<file path="src/rtl/dcs_pkg.sv">
package dcs_pkg;
  // field selects of the register port
  localparam logic [3:0] SEL_ADDR  = 4'd0;
  localparam logic [3:0] SEL_CNT   = 4'd1;
  localparam logic [3:0] SEL_ARLD  = 4'd2;
  localparam logic [3:0] SEL_CRLD  = 4'd3;
  localparam logic [3:0] SEL_CTRL  = 4'd4;
  localparam logic [3:0] SEL_MODE  = 4'd5;
  localparam logic [3:0] SEL_STAT  = 4'd6;
  localparam logic [3:0] SEL_IESET = 4'd7;
  localparam logic [3:0] SEL_IECLR = 4'd8;
  localparam logic [3:0] SEL_LAT   = 4'd9;
endpackage

</file>
<file path="src/rtl/dcs_chan.sv">
module dcs_chan
  import dcs_pkg::*;
#(
  parameter int AW = 16,
  parameter int CW = 8,
  parameter int DW = 16
) (
  input  logic          clk,
  input  logic          rst_n,
  input  logic          wr_en,
  input  logic [3:0]    wr_sel,
  input  logic [DW-1:0] wr_data,
  input  logic          xfer_done,
  input  logic          xfer_err,
  output logic [AW-1:0] cur_addr,
  output logic [AW-1:0] rld_addr,
  output logic [CW-1:0] cur_cnt,
  output logic [CW-1:0] rld_cnt,
  output logic [2:0]    mode,
  output logic          ch_en,
  output logic          err_flag,
  output logic [2:0]    imask
);
  logic [AW-1:0] step;
  logic [AW-1:0] n_addr, n_raddr;
  logic [CW-1:0] n_cnt, n_rcnt;
  logic [2:0]    n_mode, n_imask;
  logic          n_en, n_err;

  always_comb begin
    case (mode[1:0])
      2'd0:    step = AW'(1);
      2'd1:    step = AW'(2);
      default: step = AW'(4);
    endcase
  end

  always_comb begin
    n_addr  = cur_addr;
    n_raddr = rld_addr;
    n_cnt   = cur_cnt;
    n_rcnt  = rld_cnt;
    n_mode  = mode;
    n_imask = imask;
    n_en    = ch_en;
    n_err   = err_flag;
    if (xfer_done) begin
      if (xfer_err) begin
        n_err = 1'b1;
        n_en  = 1'b0;
      end else if (cur_cnt == CW'(1) && rld_cnt != '0) begin
        n_addr = rld_addr;
        n_cnt  = rld_cnt;
        if (!mode[2]) begin
          n_raddr = '0;
          n_rcnt  = '0;
        end
      end else begin
        n_addr = cur_addr + step;
        n_cnt  = cur_cnt - CW'(1);
      end
    end
    if (wr_en) begin
      case (wr_sel)
        SEL_ADDR: n_addr  = wr_data[AW-1:0];
        SEL_CNT:  n_cnt   = wr_data[CW-1:0];
        SEL_ARLD: n_raddr = wr_data[AW-1:0];
        SEL_CRLD: begin
          if (n_cnt == '0) begin
            n_cnt  = wr_data[CW-1:0];
            n_addr = n_raddr;
            if (mode[2]) n_rcnt = wr_data[CW-1:0];
            else begin
              n_raddr = '0;
              n_rcnt  = '0;
            end
          end else begin
            n_rcnt = wr_data[CW-1:0];
          end
        end
        SEL_CTRL: begin
          if (wr_data[0]) n_en = 1'b1;
          if (wr_data[1]) n_en = 1'b0;
          if (wr_data[2]) n_err = 1'b0;
        end
        SEL_MODE:  n_mode  = wr_data[2:0];
        SEL_IESET: n_imask = imask | wr_data[2:0];
        SEL_IECLR: n_imask = imask & ~wr_data[2:0];
        default: ;
      endcase
    end
  end

  always_ff @(posedge clk or negedge rst_n) begin
    if (!rst_n) begin
      cur_addr <= '0;
      rld_addr <= '0;
      cur_cnt  <= '0;
      rld_cnt  <= '0;
      mode     <= '0;
      imask    <= '0;
      ch_en    <= 1'b0;
      err_flag <= 1'b0;
    end else begin
      cur_addr <= n_addr;
      rld_addr <= n_raddr;
      cur_cnt  <= n_cnt;
      rld_cnt  <= n_rcnt;
      mode     <= n_mode;
      imask    <= n_imask;
      ch_en    <= n_en;
      err_flag <= n_err;
    end
  end


  cnt_step_chk: assert property (@(posedge clk) disable iff (!rst_n)
    (xfer_done && !xfer_err && !wr_en && cur_cnt > CW'(1))
      |=> (cur_cnt == $past(cur_cnt) - CW'(1)));


  ring_keep_chk: assert property (@(posedge clk) disable iff (!rst_n)
    (xfer_done && !xfer_err && !wr_en && mode[2])
      |=> (rld_cnt == $past(rld_cnt) && rld_addr == $past(rld_addr)));


  err_stop_chk: assert property (@(posedge clk) disable iff (!rst_n)
    (xfer_done && xfer_err && !wr_en)
      |=> (err_flag && !ch_en && cur_cnt == $past(cur_cnt)));
endmodule

</file>
<file path="src/rtl/dcs_arb.sv">
module dcs_arb #(
  parameter int NCH = 4,
  parameter int IW  = 2
) (
  input  logic           clk,
  input  logic           rst_n,
  input  logic [NCH-1:0] elig,
  output logic [NCH-1:0] gnt,
  output logic [IW-1:0]  gidx,
  output logic           any
);
  always_comb begin
    gnt  = '0;
    gidx = '0;
    any  = 1'b0;
    for (int i = NCH - 1; i >= 0; i--) begin
      if (elig[i]) begin
        gnt    = '0;
        gnt[i] = 1'b1;
        gidx   = IW'(i);
        any    = 1'b1;
      end
    end
  end


  low_first_chk: assert property (@(posedge clk) disable iff (!rst_n)
    $onehot0(gnt) && ((elig & (gnt - NCH'(1))) == '0));
endmodule

</file>
<file path="src/rtl/dcs_lat.sv">
module dcs_lat #(
  parameter int LW = 4
) (
  input  logic          clk,
  input  logic          rst_n,
  input  logic          pend,
  input  logic          grant,
  input  logic          clr,
  output logic [LW-1:0] max_lat
);
  localparam logic [LW-1:0] FULL = '1;

  logic [LW-1:0] wait_q, n_wait, n_max;

  always_comb begin
    if (grant)                  n_wait = '0;
    else if (pend)              n_wait = (wait_q == FULL) ? FULL : wait_q + LW'(1);
    else                        n_wait = '0;
    if (clr)                    n_max = '0;
    else if (grant && wait_q > max_lat) n_max = wait_q;
    else                        n_max = max_lat;
  end

  always_ff @(posedge clk or negedge rst_n) begin
    if (!rst_n) begin
      wait_q  <= '0;
      max_lat <= '0;
    end else begin
      wait_q  <= n_wait;
      max_lat <= n_max;
    end
  end


  lat_mono_chk: assert property (@(posedge clk) disable iff (!rst_n)
    !clr |=> (max_lat >= $past(max_lat)));
endmodule

</file>
<file path="src/rtl/dma_chan_seq.sv">
module dma_chan_seq
  import dcs_pkg::*;
#(
  parameter int NCH = 4,
  parameter int AW  = 16,
  parameter int CW  = 8,
  parameter int LW  = 4,
  parameter int DW  = 16,
  localparam int IW = (NCH > 1) ? $clog2(NCH) : 1
) (
  input  logic           clk,
  input  logic           rst_n,
  input  logic [NCH-1:0] req,
  input  logic           wr_en,
  input  logic [IW-1:0]  wr_ch,
  input  logic [3:0]     wr_sel,
  input  logic [DW-1:0]  wr_data,
  input  logic [IW-1:0]  rd_ch,
  input  logic [3:0]     rd_sel,
  output logic [DW-1:0]  rd_data,
  output logic           bus_valid,
  output logic [AW-1:0]  bus_addr,
  output logic [IW-1:0]  bus_ch,
  input  logic           bus_done,
  input  logic           bus_err,
  output logic [NCH-1:0] irq
);
  logic [AW-1:0] c_addr [NCH];
  logic [AW-1:0] c_raddr[NCH];
  logic [CW-1:0] c_cnt  [NCH];
  logic [CW-1:0] c_rcnt [NCH];
  logic [2:0]    c_mode [NCH];
  logic [2:0]    c_mask [NCH];
  logic [LW-1:0] c_lat  [NCH];
  logic [3:0]    c_stat [NCH];
  logic [NCH-1:0] c_en, c_err, pend, elig, gnt;
  logic [IW-1:0]  gidx;
  logic           any;

  logic          busy_q, n_busy;
  logic [IW-1:0] gch_q, n_gch;
  logic [AW-1:0] gaddr_q, n_gaddr;

  for (genvar g = 0; g < NCH; g++) begin : g_ch
    logic sel_w, remp, cmpl;
    assign sel_w = wr_en && (wr_ch == IW'(g));

    dcs_chan #(.AW(AW), .CW(CW), .DW(DW)) u_chan (
      .clk(clk), .rst_n(rst_n),
      .wr_en(sel_w), .wr_sel(wr_sel), .wr_data(wr_data),
      .xfer_done(busy_q && bus_done && gch_q == IW'(g)),
      .xfer_err(bus_err),
      .cur_addr(c_addr[g]), .rld_addr(c_raddr[g]),
      .cur_cnt(c_cnt[g]), .rld_cnt(c_rcnt[g]),
      .mode(c_mode[g]), .ch_en(c_en[g]), .err_flag(c_err[g]),
      .imask(c_mask[g])
    );

    dcs_lat #(.LW(LW)) u_lat (
      .clk(clk), .rst_n(rst_n),
      .pend(pend[g]), .grant(gnt[g]),
      .clr(sel_w && wr_sel == SEL_LAT && wr_data[0]),
      .max_lat(c_lat[g])
    );

    assign remp      = (c_rcnt[g] == '0);
    assign cmpl      = remp && (c_cnt[g] == '0);
    assign c_stat[g] = {c_err[g], cmpl, remp, c_en[g]};
    assign pend[g]   = req[g] && c_en[g] && (c_cnt[g] != '0);
    assign elig[g]   = pend[g] && !busy_q;
    assign irq[g]    = |({c_err[g], cmpl, remp} & c_mask[g]);
  end

  dcs_arb #(.NCH(NCH), .IW(IW)) u_arb (
    .clk(clk), .rst_n(rst_n), .elig(elig),
    .gnt(gnt), .gidx(gidx), .any(any)
  );

  always_comb begin
    n_busy  = busy_q;
    n_gch   = gch_q;
    n_gaddr = gaddr_q;
    if (busy_q) begin
      if (bus_done) n_busy = 1'b0;
    end else if (any) begin
      n_busy  = 1'b1;
      n_gch   = gidx;
      n_gaddr = c_addr[gidx];
    end
  end

  always_ff @(posedge clk or negedge rst_n) begin
    if (!rst_n) begin
      busy_q  <= 1'b0;
      gch_q   <= '0;
      gaddr_q <= '0;
    end else begin
      busy_q  <= n_busy;
      gch_q   <= n_gch;
      gaddr_q <= n_gaddr;
    end
  end

  assign bus_valid = busy_q;
  assign bus_ch    = gch_q;
  assign bus_addr  = gaddr_q;

  always_comb begin
    rd_data = '0;
    case (rd_sel)
      SEL_ADDR:  rd_data = DW'(c_addr[rd_ch]);
      SEL_CNT:   rd_data = DW'(c_cnt[rd_ch]);
      SEL_ARLD:  rd_data = DW'(c_raddr[rd_ch]);
      SEL_CRLD:  rd_data = DW'(c_rcnt[rd_ch]);
      SEL_MODE:  rd_data = DW'(c_mode[rd_ch]);
      SEL_STAT:  rd_data = DW'(c_stat[rd_ch]);
      SEL_IESET: rd_data = DW'(c_mask[rd_ch]);
      SEL_LAT:   rd_data = DW'(c_lat[rd_ch]);
      default:   rd_data = '0;
    endcase
  end


  bus_hold_chk: assert property (@(posedge clk) disable iff (!rst_n)
    (bus_valid && !bus_done) |=> (bus_valid && $stable(bus_ch) && $stable(bus_addr)));


  grant_next_chk: assert property (@(posedge clk) disable iff (!rst_n)
    (!bus_valid && |elig) |=> bus_valid);
endmodule

</file>
<file path="config.mk">
export PLATFORM = sky130hd
export DESIGN_NAME = dma_chan_seq
export DESIGN_NICKNAME = d
export VERILOG_FILES = /design/src/rtl/dcs_pkg.sv /design/src/rtl/dcs_chan.sv /design/src/rtl/dcs_arb.sv /design/src/rtl/dcs_lat.sv /design/src/rtl/dma_chan_seq.sv
export SDC_FILE = /design/constraint.sdc
export NUM_CORES = 1
export LEC_CHECK = 0
export ABC_AREA = 1
export BUFFER_PORTS_ARGS = -buffer_cell sky130_fd_sc_hd__buf_2
export CORE_MARGIN = 2
export CORE_UTILIZATION = 45
export DETAILED_ROUTE_END_ITERATION = 7
export SLEW_MARGIN = 20
export SYNTH_ARGS = -nofsm -noshare
export SYNTH_HDL_FRONTEND = slang
export SYNTH_SLANG_ARGS = --single-unit
</file>
<file path="constraint.sdc">
create_clock -name clk -period 2.8 [get_ports clk]
set_input_delay 0.42 -clock clk [delete_from_list [all_inputs] [get_ports clk]]
set_output_delay 0.42 -clock clk [all_outputs]
set_load 0.005 [all_outputs]
</file>
==> summary.md, run 1 <==
| Metric | Value |
|---|---|
| Core Area | around 48000 um^2 |
| Hold Fails Final Rpt | 0 |
| Worst rel slew slack | 0.459 |
| Max H-tree Level | 2 |
| Max Cap Violations | 0 |
| Pre-antenna DRT Iters | 6 |
| Synth cell types | 52 |
| Setup CP Type | reg -> out |
| Area growth, synth to finish | 14.3% |
| FF-to-FF Start | bus_ch[1] |
| Avg Cell Area, Syn | between 6 and 7 um^2 |
| Worst r2r dst | g_ch[1].u_chan.cur_addr[8] |
| CTS Buf Count | 37 |
| Required time worst endpoint | ~2.4 ns |
| Placed Cells | about 4100 |
| CP Data Arrival Time | between 2 and 2.5 ns |
| Final instance area | around 25000 um^2 |
| Nets | roughly 3600 |
| Post-synthesis sequential area ratio | 0.317 |
| Reg clk slew, reported paths | 0.06 ns |
| FF-to-FF path depth | 15 |
| Register bit count reported by yosys | 275 |
| Power per standard cell area | roughly 800 nW/um^2 |
| Crit-path max FO | 5 |
| Synth warn | 0 |
| Clock Latency Late Sink | about 0.57 ns |
| Post-synth net total | between 3000 and 4000 |
| Largest net degree at the start of global routing | between 80 and 90 |
| Clock skew | around 0.03 ns |
| Post-route ant nets | 0 |
| Failing checks | negative setup slack |
| Maximum clock frequency | ~0.35 GHz |
| Initial detailed-routing violation count | around 3100 |
| Util after Layout | 0.521 |
| I/O Buffers | 75 |
| Vias in the first global route | around 23000 |
| Worst Setup EP | rd_data[6] |
| Dpl hpwl | 74.1 mm |
| Global-route wire length before repair | between 100 and 150 mm |
| Tcrit/Tclk final | 1.01 |
| DRC viols | 0 |
| Hold WC Path Type | in -> reg |
| Cell Area, Synth | 21700 um^2 |
| Peak supply drop | roughly 0.56 mV |
| Final TNS setup | -0.0356 ns |
| Layout cells sized above 1 | 0.113 |
| Starting Density | 0.455 |
| Endpoints failing setup | 1 |
| Routability cong. | ~1.0 |
| Post-Place Cell Area | around 23000 um^2 |
| TritonCTS clock tree | built |
| Startpoint types | flip-flop |
| RSZ-0062 raised after global routing | yes |
| Fin crit period | approximately 2.8 ns |
| Post-synth EDFFs | 0 |
| Die Area | about 50000 um^2 |
| Synthesized instance count | 3456 |
| Fin cells | around 4200 |
| Clock root cell | clkbuf_16 |
| Leak | about 0.013 uW |
| Worst setup EP type | output port |
| I/O pin cnt | 76 |
| Initial antenna violation count | 1 |
| Status | finished, violations left |
| Reg2reg setup slack | 0.15 ns |
| Core Rows | 80 |
| Critical Path Source | g_ch[3].u_chan.cur_addr[6] |
| WL/cell | between 20 and 25 um |
| GRT overflow | 0 |
| Clock tree buffer depth | 3 |
| Num Clock Sinks | between 200 and 300 |
| Max-slew violation count | 0 |
| DR vias/cell | around 5.9 |
| Die H | between 200 and 250 um |
| Min setup slack post-route | -0.0356 ns |
| Vias | approximately 25000 |
| DIE WIDTH | between 200 and 250 um |
| Pin slew with the least headroom to its limit | ~0.8 ns |
| Total wire length | about 97 mm |
| Top FF cell, synth | dfrtp_1 |
| Total track usage | 0.383 |
| Synth async-reset ratio | 1.00 |
[report_power, final]
part           switching [uW]  internal (uW)
Combinational            5790           3060
Sequential               1340           5150
Clock                    1990           2740
Total                    9130          11000
[layer usage]
metal | share of wire | up-vias | track usage
met5 | 0 | - | 0
met4 | 0.035 | 0 | 0.134
met3 | 0.12 | 174 | 0.102
met2 | 0.41 | 1364 | 0.546
met1 | 0.44 | 11800 | 0.557
li1 | - | 11500 | -
[synth_stat cells, types with 5 or more instances]
library cell | count | area share
buf_1 | 12 | 0.0021
inv_2 | 13 | 0.0022
nor2_1 | 303 | 0.052
o22ai_1 | 38 | 0.011
buf_6 | 6 | 0.0031
nand3_2 | 5 | 0.0023
nor3_1 | 27 | 0.0062
a21oi_1 | 228 | 0.053
or2_2 | 26 | 0.0075
inv_1 | 431 | 0.075
a22oi_1 | 11 | 0.0038
nand2_2 | 7 | 0.0020
dfrtp_1 | 275 | 0.32
o21a_1 | 8 | 0.0028
buf_4 | 10 | 0.0035
o21bai_1 | 29 | 0.010
o211ai_1 | 25 | 0.0087
xor2_1 | 14 | 0.0057
o32ai_1 | 15 | 0.0061
a31oi_1 | 18 | 0.0052
o21ai_0 | 297 | 0.069
clkbuf_1 | 117 | 0.020
nor2_4 | 6 | 0.0031
nor2_2 | 16 | 0.0046
ha_1 | 41 | 0.024
nand4_1 | 24 | 0.0069
nand3_1 | 347 | 0.080
buf_2 | 30 | 0.0069
nand2_1 | 975 | 0.17
o221ai_1 | 20 | 0.0081
o31ai_1 | 14 | 0.0048
clkinv_1 | 11 | 0.0019
a21boi_0 | 9 | 0.0031
[registers in the layout, indices dropped and copies added (netlist names), 4 cells and up, named ones only]
name / flops
g_ch.u_chan.cur_cnt: 32
g_ch.u_lat.max_lat: 16
g_ch.u_chan.ch_en: 4
g_ch.u_chan.rld_cnt: 32
bus_addr: 16
g_ch.u_chan.mode: 12
g_ch.u_chan.err_flag: 4
g_ch.u_chan.cur_addr: 64
g_ch.u_lat.wait_q: 16
g_ch.u_chan.rld_addr: 64
[cell type report]
class | count | area (um^2)
inverters | 455 | 1710
clock inverters | 9 | 52.6
diodes | 1 | 2.50
multi-input cells | 2552 | 12500
well taps | 615 | 769
clock buffers | 57 | 1110
repair buffers | 232 | 1750
flip-flops and latches | 275 | 6890
fillers | 4869 | 22800
[placed cells by master, fill, tap and decap left out, types with 29 or more instances in the layout]
| cell | n |
|---|---|
| nand2_1 | 973 |
| o22ai_1 | 38 |
| o21bai_1 | 29 |
| clkbuf_16 | 39 |
| inv_1 | 426 |
| a21oi_1 | 227 |
| buf_2 | 73 |
| nor2_1 | 283 |
| nand3_1 | 346 |
| ha_1 | 38 |
| buf_4 | 141 |
| dfrtp_1 | 272 |
| o21ai_0 | 291 |
[worst min path at each step]
stage	from	end	slack [ns]	depth (start not counted)
detailed placement	rst_n	g_ch[3].u_lat.wait_q[2]	0.48	1
global placement	rst_n	g_ch[3].u_lat.wait_q[3]	0.47	1
global route	bus_done	bus_valid	0.08	2
CTS	bus_done	bus_valid	0.04	2
finish	bus_done	bus_valid	0.06	2
floorplan	rst_n	asynchronous set/reset pin	0.12	0
[through the flow]
stage	total power (uW)	worst slack [ns]	hold slack [ns]
2_1_floorplan	11700	0.508	0.124
3_3_place_gp	14800	-0.239	0.470
3_5_place_dp	14900	-0.135	0.477
4_1_cts	19700	0.00921	0.0412
5_1_grt	21300	-0.0272	0.0842
6_report	20100	-0.0356	0.0588
[kinds of logic (layout without fill, tap and decap cells)]
| logic type | count (synthesis) | count (layout) | synth area share |
|---|---|---|---|
| and+or+nand+nor | 1746 | 1747 | 0.338 |
| xor gates and xnor gates | 16 | 16 | 0.00646 |
| other | 0 | 1 | 0 |
| AOI/OAI and AO/OA | 744 | 744 | 0.197 |
| buffers and inverters | 630 | 753 | 0.115 |
| adders and majority gates | 45 | 45 | 0.0273 |
| DFF | 275 | 275 | 0.317 |
[worst max-delay path, stage by stage (launching register included)]
cell      delay [ns]
dfrtp_1         0.46
o21ai_0         0.67
a21oi_1         0.15
a2111o_1        0.42
buf_2           0.14
[what timing repair did]
item | 4_1_cts | 5_1_grt
pin swaps | 0 | 3
endpoints found under the setup margin | 5 | 126
gates resized for setup | 13 | 43
hold buffers | 1 | 0
cloned | 0 | 1
setup buffers | 0 | 1
endpoints found under the hold margin | 68 | 0
No activity file was read; power rests on OpenSTA's default activity.
==> run 2, diff against run 1 <==
- ABC_AREA: 1 -> default
- SETUP_SLACK_MARGIN: default -> 0.5
- SYNTH_HIERARCHICAL: default -> 1
==> summary.md, run 2 <==
| Metric | Value |
|---|---|
| Status | finished, violations left |
| Failing checks | negative setup slack |
| Power per standard cell area | just over 700 nW/um^2 |
| Pin slew with the least headroom to its limit | between 0.7 and 0.8 ns |
| Post-synth EDFFs | 0 |
| Leading area contributor after synthesis | dfrtp_1 |
| Worst rel slew slack | 0.491 |
| Clock root cell | clkbuf_16 |
| Cell Area, Synth | around 19000 um^2 |
| Total wire length | 77.9 mm |
| Clock Latency Late Sink | roughly 0.57 ns |
| Register bit count reported by yosys | 275 |
| Simple-Gate Fraction of Synth Area | 0.201 |
| Worst Hold End | bus_valid |
| Pre-antenna DRT Iters | 5 |
| GRT overflow | 0 |
| Vias in the first global route | approximately 19000 |
| Crit-path max FO | 3 |
| Required time worst endpoint | 2.38 ns |
| Total track usage | 0.345 |
| Starting Density | 0.453 |
| Post-synthesis sequential area ratio | 0.355 |
| Core Area | ~43000 um^2 |
| FF-to-FF Start | g_ch[3].u_chan/cur_cnt[1] |
| Hold Fails Final Rpt | 0 |
| Die Area | ~45000 um^2 |
| Startpoint types | flip-flop |
| Area of the multi-input gates | around 13000 um^2 |
| DIE WIDTH | ~210 um |
| Post-synthesis adder-cell area fraction | 0.0299 |
| Commonest non-fill, non-tap cell in the layout | buf_4 |
| Commonest cells post-synth | dfrtp_1, nand2_1, nor2_1 |
| Yosys top cell area share | 0.355 |
| Largest net degree at the start of global routing | 79 |
| Leading cell type by number of instances after synthesis | dfrtp_1 |
| TritonCTS clock tree | built |
| FILL cells | roughly 3600 |
| Pre-CTS setup slack | -0.241 ns |
| Hold WC Path Type | in -> reg |
| Leak | 0.0108 uW |
| Post-synthesis xor/xnor area fraction | 0.00226 |
| Num Clock Sinks | ~280 |
| Min setup slack post-route | -0.154 ns |
| Max-slew violation count | 0 |
| Area growth, synth to finish | 34.7% |
| Slowest CP cell | mux4_2 |
| Dpl hpwl | 57.0 mm |
| Setup CP Type | reg -> out |
| Synth async-reset ratio | 1.00 |
| Avg Cell Area, Syn | roughly 9.4 um^2 |
| CP most frequent cell | buf_6 |
| Nets | between 2000 and 3000 |
| Initial antenna violation count | 2 |
| Worst setup EP type | output port |
| Worst r2r dst | g_ch[3].u_chan/rld_addr[11] |
| CP Data Arrival Time | around 2.5 ns |
| Reg2reg setup slack | -0.12 ns |
| Top FF cell, synth | dfrtp_1 |
| I/O Buffers | 75 |
| Regs by FF count | g_ch.u_chan/cur_addr x64, g_ch.u_chan/rld_addr x64 |
| Clock tree buffer depth | 3 |
| Fin crit period | between 2 and 3 ns |
| Largest cells by area after synthesis | dfrtp_1, mux4_2, nand2_1, a21oi_1, nor2_1 |
| Initial detailed-routing violation count | 1991 |
| Mux share of post-synthesis cell area | 0.131 |
| WL/cell | roughly 26 um |
| CTS Buf Count | 35 |
| Sequential cell area | slightly below 7000 um^2 |
| Core Rows | 76 |
| Max H-tree Level | 2 |
| Reg clk slew, reported paths | 0.06 ns |
| Layout cells sized above 1 | 0.380 |
| Compound-Gate Fraction of Synth Area | 0.234 |
| Max incr delay on CP | about 0.53 ns |
| Synth warn | 6 |
| Maximum clock frequency | ~0.34 GHz |
| Pwr Total | between 15000 and 20000 uW |
| Largest family of logic cells by synthesized area | compound AO/OA/AOI/OAI gates |
| Clock skew | between 0.02 and 0.03 ns |
| RSZ-0062 raised after global routing | yes |
| Hold Crit Start | bus_done |
| I/O pin cnt | between 70 and 80 |
| Hold Crit Depth | 3 |
| Vias | between 15000 and 20000 |
| Tcrit/Tclk final | 1.05 |
| Peak supply drop | 0.408 mV |
| DR vias/cell | 6.54 |
| Max Cap Violations | 0 |
| Post-synth net total | roughly 2100 |
| Global-route wire length before repair | between 100 and 150 mm |
| Endpoints failing setup | ~140 |
| Routability cong. | just over 1 |
| Commonest cells after routing, fill and taps aside | buf_4, dfrtp_1, nand2_1, nor2_1, a21oi_1 |
| FF-to-FF path depth | 10 |
| Synthesized instance count | roughly 2100 |
| Die H | 212 um |
| DRC viols | 0 |
| Critical path, cell by cell | buf_6 > buf_6 > mux4_2 > mux2_4 > nand3b_1 > nand4_1 > buf_2 |
| Post-route ant nets | 0 |
| Synth cell types | 100 |
-- run 2: changes by cell type in the layout (fill, tap and decap cells not counted), moves of 102 or more --
cell and change:
buf_4 +166, a21oi_1 -102, inv_1 -366, o21ai_0 -250, nand2_1 -788, nand3_1 -285
nor2_1 -113
-- run 2: routing by layer --
metal | vias to the layer above | part of all wire | track usage
met3 | 148 | 0.11 | 0.0850
met5 | - | 0 | 0
met1 | 9883 | 0.42 | 0.497
li1 | 8715 | - | -
met4 | 0 | 0.030 | 0.104
met2 | 958 | 0.44 | 0.513
-- run 2: worst max-delay path: cells and delay by family, from the launching register on --
family / cells / cell delay [ns]
buffers and inverters: 3 / 0.45
AND/OR/NAND/NOR: 2 / 0.28
flip-flops: 1 / 0.41
multiplexers: 2 / 0.83
-- run 2: cells by family after synthesis --
logic type / Yosys count
adder cells (fa/ha/maj): 44
XOR/XNOR: 5
buffers and inverters: 202
AO/OA/AOI/OAI: 623
multiplexers: 148
flip-flops: 275
AND/OR/NAND/NOR: 765
-- run 2: worst max path at each step --
stage,endpoint,from,depth (start not counted),slack (ns)
after floorplan,g_ch[3].u_chan/cur_addr[10],g_ch[3].u_chan/cur_cnt[6],10,-0.004
after global placement,g_ch[2].u_chan/rld_addr[13],g_ch[2].u_chan/cur_cnt[1],10,-0.18
after detailed placement,g_ch[2].u_chan/rld_addr[6],g_ch[2].u_chan/cur_cnt[1],10,-0.24
after CTS,rd_data[1],g_ch[0].u_chan/rld_cnt[4],7,-0.06
after global routing,g_ch[1].u_chan/rld_addr[2],g_ch[1].u_chan/cur_cnt[1],11,-0.15
final,rd_data[0],g_ch[2].u_chan/cur_cnt[0],7,-0.15
-- run 2: power breakdown --
group	internal (uW)	leakage, uW	switching, uW
clock network	2540	0.000545	1910
logic	4170	0.00667	4080
registers	4760	0.00359	1170
total	11500	0.0108	7150
-- run 2: repair_timing --
| action | CTS | global route |
|---|---|---|
| hold endpoints to repair | 40 | 0 |
| cloned | 4 | 2 |
| pin swaps | 50 | 79 |
| endpoints found under the setup margin | 255 | 257 |
| hold buffers | 1 | 0 |
| gates resized for setup | 181 | 185 |
| buffers inserted | 42 | 34 |
-- run 2: layout make-up --
| type | count | share of cell area |
|---|---|---|
| diodes | 2 | 0.000192 |
| clock buffers | 50 | 0.0387 |
| clock inverters | 10 | 0.00345 |
| inverters | 64 | 0.00919 |
| multi-input cells | 1587 | 0.500 |
| flip-flops and latches | 275 | 0.265 |
| well taps | 546 | 0.0261 |
| repair buffers | 481 | 0.158 |
-- run 2: per-stage QoR --
stage	cells	instance area, um^2	setup TNS [ns]	util	hold slack (ns)
floorplan	2062	19700	-0.149	-	0.124
global placement	2870	22800	-12.84	0.532	0.342
detailed placement	2870	22800	-17.45	0.532	0.349
CTS	2977	25100	-2.14	0.586	0.169
global route	3013	26100	-17.02	0.611	0.189
finish	3015	26100	-6.27	0.611	0.196
